--- config.mk ---
export PLATFORM = sky130hd
export DESIGN_NAME = audio_fmt_out
export DESIGN_NICKNAME = d
export VERILOG_FILES = /design/src/rtl/afmt_pkg.sv /design/src/rtl/afmt_timebase.sv /design/src/rtl/afmt_hold.sv /design/src/rtl/afmt_serial.sv /design/src/rtl/audio_fmt_out.sv
export SDC_FILE = /design/constraint.sdc
export NUM_CORES = 1
export LEC_CHECK = 0
export BUFFER_PORTS_ARGS = -buffer_cell sky130_fd_sc_hd__buf_2
export CAP_MARGIN = 25
export CORE_MARGIN = 3
export CORE_UTILIZATION = 50
export CTS_CLUSTER_DIAMETER = 120
export DETAILED_ROUTE_END_ITERATION = 10
export PLACE_DENSITY_LB_ADDON = 0.1
export RECOVER_POWER = 50
export SYNTH_ARGS = -nofsm -noshare
export SYNTH_HDL_FRONTEND = slang
export SYNTH_SLANG_ARGS = --single-unit
--- constraint.sdc ---
create_clock -name clk -period 4.49 [get_ports clk]
set_clock_uncertainty 0.05 [all_clocks]
set_input_delay 0.898 -clock clk [delete_from_list [all_inputs] [get_ports clk]]
set_output_delay 0.898 -clock clk [all_outputs]
set_load 0.01 [all_outputs]
--- src/rtl/afmt_pkg.sv ---
// Package: shared constants and the format type for the audio output formatter.
// Assumes the master clock runs at 768 x Fs. Every derived clock below depends on that ratio.
package afmt_pkg;
    // Master cycles per serial bit: 768 / 64.
    localparam int CLK_PER_BIT  = 12;
    // Bit slots in each channel half of a frame.
    localparam int SLOTS_PER_CH = 32;

    typedef enum logic {
        FMT_MSB16 = 1'b0,
        FMT_LSB20 = 1'b1
    } fmt_e;
endpackage

--- src/rtl/afmt_timebase.sv ---
// Module: afmt_timebase
// Divides the 768 x Fs master clock into the bit clock, the word clock and the
// 256Fs and 384Fs clocks, and gives out the slot position and the channel and
// frame end strobes.
// Assumes CLK_PER_BIT is even and 2*SLOTS_PER_CH*CLK_PER_BIT is a multiple of 6,
// so that the 2- and 3-cycle clocks realign at every frame start.
module afmt_timebase
    import afmt_pkg::*;
#(
    parameter int BIT_CLKS = CLK_PER_BIT,
    parameter int CH_SLOTS = SLOTS_PER_CH
) (
    input  logic                         clk,
    input  logic                         rst_n,
    output logic [$clog2(CH_SLOTS)-1:0]  ch_slot_o,
    output logic                         ch_end_o,
    output logic                         frame_end_o,
    output logic                         bclk_o,
    output logic                         lrck_o,
    output logic                         fs256_o,
    output logic                         fs384_o
);
    localparam int SUB_W   = $clog2(BIT_CLKS);
    localparam int CH_W    = $clog2(CH_SLOTS);
    localparam int SLOT_W  = CH_W + 1;
    localparam logic [SUB_W-1:0] SUB_LAST = SUB_W'(BIT_CLKS - 1);
    localparam logic [SUB_W-1:0] SUB_HALF = SUB_W'(BIT_CLKS / 2);

    logic [SUB_W-1:0]  sub_q;
    logic [SLOT_W-1:0] slot_q;
    logic              ph2_q;
    logic [1:0]        ph3_q;
    logic              bit_end;

    assign bit_end = (sub_q == SUB_LAST);

    // Purpose: advance the in-bit counter and the frame slot counter.
    always_ff @(posedge clk) begin
        if (!rst_n) begin
            sub_q  <= '0;
            slot_q <= '0;
        end else begin
            sub_q <= bit_end ? '0 : sub_q + 1'b1;
            if (bit_end) slot_q <= slot_q + 1'b1;
        end
    end

    // Purpose: run the modulo-2 and modulo-3 phases for 384Fs and 256Fs.
    always_ff @(posedge clk) begin
        if (!rst_n) begin
            ph2_q <= 1'b0;
            ph3_q <= 2'd0;
        end else begin
            ph2_q <= ~ph2_q;
            ph3_q <= (ph3_q == 2'd2) ? 2'd0 : ph3_q + 2'd1;
        end
    end

    assign ch_slot_o   = slot_q[CH_W-1:0];
    assign ch_end_o    = bit_end && (slot_q[CH_W-1:0] == {CH_W{1'b1}});
    assign frame_end_o = ch_end_o && slot_q[SLOT_W-1];
    assign bclk_o      = (sub_q >= SUB_HALF);
    assign lrck_o      = ~slot_q[SLOT_W-1];
    assign fs256_o     = (ph3_q != 2'd2);
    assign fs384_o     = ~ph2_q;


    word_clk_edge_chk: assert property (@(posedge clk) disable iff (!rst_n)
        (lrck_o != $past(lrck_o)) |-> ($past(bclk_o) && !bclk_o));

    fs256_low_one_chk: assert property (@(posedge clk) disable iff (!rst_n)
        !fs256_o |=> fs256_o);

    fs256_high_two_chk: assert property (@(posedge clk) disable iff (!rst_n)
        $fell(fs256_o) |-> $past(fs256_o, 2));
endmodule

--- src/rtl/afmt_hold.sv ---
// Module: afmt_hold
// Keeps the last accepted sample word for each channel. A register loads only
// when a subframe strobe arrives with a good check flag.
// Assumes at most one subframe strobe per cycle.
module afmt_hold #(
    parameter int SAMPLE_W = 20
) (
    input  logic                clk,
    input  logic                rst_n,
    input  logic                valid_i,
    input  logic                left_i,
    input  logic                ok_i,
    input  logic [SAMPLE_W-1:0] word_i,
    output logic [SAMPLE_W-1:0] hold_l_o,
    output logic [SAMPLE_W-1:0] hold_r_o
);
    logic accept;
    assign accept = valid_i && ok_i;

    // Purpose: store good words per channel and drop corrupted ones.
    always_ff @(posedge clk) begin
        if (!rst_n) begin
            hold_l_o <= '0;
            hold_r_o <= '0;
        end else if (accept) begin
            if (left_i) hold_l_o <= word_i;
            else        hold_r_o <= word_i;
        end
    end


    bad_sub_ignored_chk: assert property (@(posedge clk) disable iff (!rst_n)
        !(valid_i && ok_i) |=> ($stable(hold_l_o) && $stable(hold_r_o)));

    other_ch_kept_chk: assert property (@(posedge clk) disable iff (!rst_n)
        (valid_i && left_i) |=> $stable(hold_r_o));
endmodule

--- src/rtl/afmt_serial.sv ---
// Module: afmt_serial
// Latches the word of the next channel at each channel end, latches the format
// at each frame end, and picks the serial bit for the current slot.
// Assumes NARROW_W <= SAMPLE_W <= CH_SLOTS. The narrow layout sends the top bits.
module afmt_serial
    import afmt_pkg::*;
#(
    parameter int SAMPLE_W = 20,
    parameter int NARROW_W = 16,
    parameter int CH_SLOTS = SLOTS_PER_CH
) (
    input  logic                         clk,
    input  logic                         rst_n,
    input  logic [$clog2(CH_SLOTS)-1:0]  ch_slot_i,
    input  logic                         ch_end_i,
    input  logic                         frame_end_i,
    input  logic                         bclk_i,
    input  logic [SAMPLE_W-1:0]          hold_l_i,
    input  logic [SAMPLE_W-1:0]          hold_r_i,
    input  logic                         fmt_i,
    output logic                         sdata_o
);
    localparam int PAD_WIDE   = CH_SLOTS - SAMPLE_W;
    localparam int PAD_NARROW = CH_SLOTS - NARROW_W;
    localparam int IDX_W      = $clog2(SAMPLE_W);

    logic [SAMPLE_W-1:0] word_q;
    fmt_e                fmt_q;
    int                  pos;

    // Purpose: take the next channel's word at each channel end.
    always_ff @(posedge clk) begin
        if (!rst_n)        word_q <= '0;
        else if (ch_end_i) word_q <= frame_end_i ? hold_l_i : hold_r_i;
    end

    // Purpose: sample the format only where a new left channel begins.
    always_ff @(posedge clk) begin
        if (!rst_n)           fmt_q <= FMT_MSB16;
        else if (frame_end_i) fmt_q <= fmt_e'(fmt_i);
    end

    // Purpose: map the slot to a word bit, with zeros in the padding slots.
    always_comb begin
        pos     = int'(ch_slot_i);
        sdata_o = 1'b0;
        if (fmt_q == FMT_LSB20) begin
            if (pos >= PAD_WIDE)
                sdata_o = word_q[IDX_W'(pos - PAD_WIDE)];
        end else begin
            if (pos >= PAD_NARROW)
                sdata_o = word_q[IDX_W'(SAMPLE_W - 1 - (pos - PAD_NARROW))];
        end
    end


    data_edge_chk: assert property (@(posedge clk) disable iff (!rst_n)
        (sdata_o != $past(sdata_o)) |-> ($past(bclk_i) && !bclk_i));

    fmt_at_frame_chk: assert property (@(posedge clk) disable iff (!rst_n)
        (fmt_q != $past(fmt_q)) |-> $past(frame_end_i));

    word_at_ch_end_chk: assert property (@(posedge clk) disable iff (!rst_n)
        (word_q != $past(word_q)) |-> $past(ch_end_i));
endmodule

--- src/rtl/audio_fmt_out.sv ---
// Module: audio_fmt_out (top)
// Formats decoded audio subframes into bit clock, word clock and serial data,
// substitutes held words for corrupted subframes, and gives out 256Fs and 384Fs clocks.
// Assumes clk = 768 x Fs and subframes arrive at least one frame before they are due.
module audio_fmt_out
    import afmt_pkg::*;
#(
    parameter int SAMPLE_W = 20,
    parameter int NARROW_W = 16
) (
    input  logic                clk,
    input  logic                rst_n,
    input  logic                sub_valid_i,
    input  logic                sub_left_i,
    input  logic                sub_ok_i,
    input  logic [SAMPLE_W-1:0] sub_word_i,
    input  logic                fmt_lsb20_i,
    output logic                bclk_o,
    output logic                lrck_o,
    output logic                sdata_o,
    output logic                fs256_o,
    output logic                fs384_o
);
    localparam int CH_W = $clog2(SLOTS_PER_CH);

    logic [CH_W-1:0]     ch_slot;
    logic                ch_end;
    logic                frame_end;
    logic [SAMPLE_W-1:0] hold_l;
    logic [SAMPLE_W-1:0] hold_r;

    afmt_timebase #(
        .BIT_CLKS (CLK_PER_BIT),
        .CH_SLOTS (SLOTS_PER_CH)
    ) u_tb (
        .clk         (clk),
        .rst_n       (rst_n),
        .ch_slot_o   (ch_slot),
        .ch_end_o    (ch_end),
        .frame_end_o (frame_end),
        .bclk_o      (bclk_o),
        .lrck_o      (lrck_o),
        .fs256_o     (fs256_o),
        .fs384_o     (fs384_o)
    );

    afmt_hold #(
        .SAMPLE_W (SAMPLE_W)
    ) u_hold (
        .clk      (clk),
        .rst_n    (rst_n),
        .valid_i  (sub_valid_i),
        .left_i   (sub_left_i),
        .ok_i     (sub_ok_i),
        .word_i   (sub_word_i),
        .hold_l_o (hold_l),
        .hold_r_o (hold_r)
    );

    afmt_serial #(
        .SAMPLE_W (SAMPLE_W),
        .NARROW_W (NARROW_W),
        .CH_SLOTS (SLOTS_PER_CH)
    ) u_ser (
        .clk         (clk),
        .rst_n       (rst_n),
        .ch_slot_i   (ch_slot),
        .ch_end_i    (ch_end),
        .frame_end_i (frame_end),
        .bclk_i      (bclk_o),
        .hold_l_i    (hold_l),
        .hold_r_i    (hold_r),
        .fmt_i       (fmt_lsb20_i),
        .sdata_o     (sdata_o)
    );
endmodule

==> impl_metrics.py <==
metrics = {
    "outcome": {
        "result_of_the_run": "finished with violations",
        "violations": "max-capacitance violations, max-slew violations",
    },
    "detailed_routing": {
        "wl_per_cell_um": 13.48,
        "post-route-drc-count": 0,
        "first_pass_iters": 4,
        "dr.first_iter.drc_count": 106,
        "via_per_inst": 5.179,
        "vias_after_detailed_routing": 2574,
        "drt_wl_total_um": 6699,
        "final_antenna_net_count": 0,
    },
    "clock_network": {
        "ctsResizeCount": 0,
        "cts_inserted_buffers": 9,
        "cts.clk_slew.worst_paths_ns": 0.07,
        "post-cts-setup-buffer-count": 0,
        "ctsHtreeMaxLevel": 3,
        "clock_latency_at_the_later_pin_of_the_worst_skew_pair_ns": 0.33,
        "tritoncts": "done",
        "clock_tree.root_cell": "sky130_fd_sc_hd__clkbuf_8",
        "cts_hold_buf": 0,
        "numClockSinks": 74,
        "max-clock-path-buffers": 2,
    },
    "timing": {
        "grt_setup_unrepaired": "no",
        "max_slew.worst_pin.slew_ns": 1.865,
        "final_critical_path_setup_slack_ns": 0.9501,
        "slew_headroom": -0.2436,
        "setup_viol": 0,
        "final-hold-violation-count": 0,
        "totalNegativeSetupSlack_ns": 0,
        "fmax_mhz": 282.5,
        "final_min_period_over_clock_period": 0.7884,
        "post-route-min-period_ns": 3.540,
        "timing.final.max_slew_violations": 51,
    },
    "yosys": {
        "post_synth_num_cell_types": 41,
        "netlist_instances": 385,
        "synthMostInstantiatedCell": "sky130_fd_sc_hd__nand2_1",
        "share_of_the_synthesized_area_in_the_top_cell_type": 0.4203,
        "number_of_warnings_printed_during_yosys_synthesis": 0,
        "synth_async_sr_flop_share": 0,
        "dominant_cell_type_by_area_after_synthesis": "sky130_fd_sc_hd__dfxtp_1",
        "synth-seq-cells": 74,
        "ys_top_cells_by_area": "sky130_fd_sc_hd__dfxtp_1 (42%), sky130_fd_sc_hd__nand2_1 (12%), sky130_fd_sc_hd__a21boi_0 (9.4%), sky130_fd_sc_hd__mux2i_1 (8.2%), sky130_fd_sc_hd__o211a_1 (5.7%)",
        "synthesis.nets": 419,
        "synth-edff-count": 0,
        "share_of_synthesized_area_occupied_by_flip_flops_and_latches": 0.4203,
        "synth_commonest_cells": "sky130_fd_sc_hd__nand2_1 (117), sky130_fd_sc_hd__dfxtp_1 (74), sky130_fd_sc_hd__a21boi_0 (44)",
        "primary_flip_flop_cell_chosen_by_synthesis_mapping": "sky130_fd_sc_hd__dfxtp_1",
        "post_synth.cell_area_avg_um2": 9.155,
        "mappedNetlistArea_um2": 3525,
    },
    "setup_path": {
        "worstSetupPathType": "reg2out",
        "reg2reg_from": "u_tb.slot_q[1]",
        "minimum_setup_slack_among_reg_to_reg_paths_ns": 1.61,
        "cpMaxStageDelayCell": "sky130_fd_sc_hd__dfxtp_1",
        "endpoint_kind": "primary output",
        "start_kind": "flop",
        "path_cells": "mux2_1 -> mux4_2 -> o221ai_1 -> o32ai_2 -> buf_2",
        "critPathArrivalTime_ns": 2.59,
        "regToRegEndpoint": "u_ser.word_q[0]",
        "cp_data_required_time_ns": 3.54,
        "path_depth_of_the_worst_reg2reg_path": 7,
        "worst_path_largest_cell_delay_ns": 0.88,
        "critPathMaxFanout": 20,
    },
    "worst_hold_path": {
        "timing.hold.worst.start": "u_tb.ph2_q",
        "hold_class": "reg2reg",
        "min_path_cells": 1,
        "hold_path_end": "u_tb.ph2_q",
    },
    "die": {
        "vertical_die_dimension_um": 89.96,
        "total_number_of_placement_rows": 29,
        "die_width_um": 89.96,
        "die_area_um2": 8093,
        "initial_util": 0.5337,
        "floorplan.core_area_um2": 6604,
        "floorplan.io_pins": 31,
    },
    "layout": {
        "drive_above_1_share": 0.1312,
        "filler_cells": 645,
        "layout.nets": 436,
        "area_delta_synth_final_pct": 9.691,
        "postLayoutCoreUtil": 0.5854,
        "inserted_diodes": 0,
    },
    "global_route": {
        "pin_count_of_the_biggest_net_entering_global_routing": 51,
        "vias_in_the_first_global_route": 2473,
        "globalRouteMet2Util": 0.2801,
        "global_route_wire_length_before_repair_um": 11610,
        "globalRouteTotalUtil": 0.1734,
        "grt_antenna_before_repair": 0,
        "busiest_grt_layer": "met2",
        "gr-usage-met3": 0.04508,
        "grt-ovfl-total": 0,
        "groute.layer.met1.usage": 0.2283,
    },
    "job": {
        "drv_cap": 1,
    },
    "placement": {
        "gpl.final_weighted_congestion": 0.8678,
        "place_ws_ns": 1.284,
        "numPortBuffers": 30,
        "dp.final_hpwl_um": 4595,
    },
    "power_and_ir_drop": {
        "leakagePower_nw": 1.586,
        "peakVddDrop_mv": 0.2287,
        "power-per-cell-area_nw_per_um2": 321.1,
    },
}
==> where the power goes <==
group / internal [mW] / switching, mW / total [mW]
clock network: 0.262 / 0.224 / 0.486
logic: 0.0308 / 0.0398 / 0.0706
registers: 0.674 / 0.0102 / 0.685
==> metrics by stage <==
stage / hold slack, ns / power (mW) / cells / area [um^2]
global placement: 0.3481 / 0.7676 / 483 / 3686
CTS: 0.3724 / 1.257 / 497 / 3886
finish: 0.3737 / 1.241 / 497 / 3866
global route: 0.3918 / 1.299 / 497 / 3866
detailed placement: 0.3558 / 0.7727 / 484 / 3706
floorplan: 0.3412 / 0.7424 / 385 / 3525
==> how the worst max path moves through the flow <==
| stage | from | to | slack, ns | depth (start not counted) |
|---|---|---|---|---|
| 2_1_floorplan | u_tb.slot_q[2] | sdata_o | 1.95 | 6 |
| 3_3_place_gp | u_tb.slot_q[1] | sdata_o | 1.35 | 5 |
| 4_1_cts | u_tb.slot_q[1] | sdata_o | 0.92 | 5 |
| 5_1_grt | u_tb.slot_q[1] | sdata_o | 0.81 | 5 |
| 3_5_place_dp | u_tb.slot_q[1] | sdata_o | 1.28 | 5 |
| 6_report | u_tb.slot_q[1] | sdata_o | 0.95 | 5 |
==> layer usage <==
metal | vias up | part of all wire
met5 | - | 0
met4 | 0 | 0.0084
met3 | 5 | 0.031
met2 | 30 | 0.47
met1 | 1196 | 0.49
li1 | 1343 | -
==> registers in the layout, indices dropped and copies added (netlist names) <==
name,cells
u_hold.hold_l_o,20
u_hold.hold_r_o,20
u_ser.fmt_q,1
u_ser.word_q,20
u_tb.ph2_q,1
u_tb.ph3_q,2
u_tb.slot_q,6
u_tb.sub_q,4
==> logic make-up (layout without fill, tap and decap cells) <==
logic type | Yosys count | in the layout | share of synthesized area
muxes | 39 | 39 | 0.1345
adders and majority gates | 8 | 8 | 0.02840
DFF | 74 | 74 | 0.4203
xor gates and xnor gates | 5 | 5 | 0.01242
buffers and inverters | 37 | 56 | 0.04579
and+or+nand+nor | 150 | 150 | 0.1821
AOI/OAI and AO/OA | 72 | 72 | 0.1764
==> layout make-up <==
type | count | area, um^2 | area share
inverters | 9 | 33.78 | 0.008738
multi-input cells | 274 | 1882 | 0.4867
clock inverters | 3 | 42.54 | 0.01100
clock buffers | 10 | 137.6 | 0.03560
well taps | 93 | 116.4 | 0.03010
flip-flops and latches | 74 | 1481 | 0.3832
repair buffers | 34 | 172.7 | 0.04466
==> critical path: cells and delay by family, from the launching register on <==
| family | cells | cell delay, ns |
|---|---|---|
| DFF | 1 | 0.88 |
| muxes | 2 | 0.85 |
| AOI/OAI and AO/OA | 2 | 0.35 |
| buffers and inverters | 1 | 0.15 |
==> cells in the final DEF (no fill, tap or decap), types with 5 or more instances in the layout <==
cell / Yosys / routed
sky130_fd_sc_hd__mux2i_1: 29 / 29
sky130_fd_sc_hd__a21boi_0: 44 / 44
sky130_fd_sc_hd__nand2_1: 117 / 117
sky130_fd_sc_hd__mux4_2: 5 / 5
sky130_fd_sc_hd__dfxtp_1: 74 / 74
sky130_fd_sc_hd__clkbuf_8: 0 / 10
sky130_fd_sc_hd__inv_1: 9 / 9
sky130_fd_sc_hd__buf_2: 3 / 27
sky130_fd_sc_hd__ha_1: 8 / 8
sky130_fd_sc_hd__o211a_1: 20 / 20
sky130_fd_sc_hd__nor2_1: 7 / 7
Power figures use the tool's default switching activity.
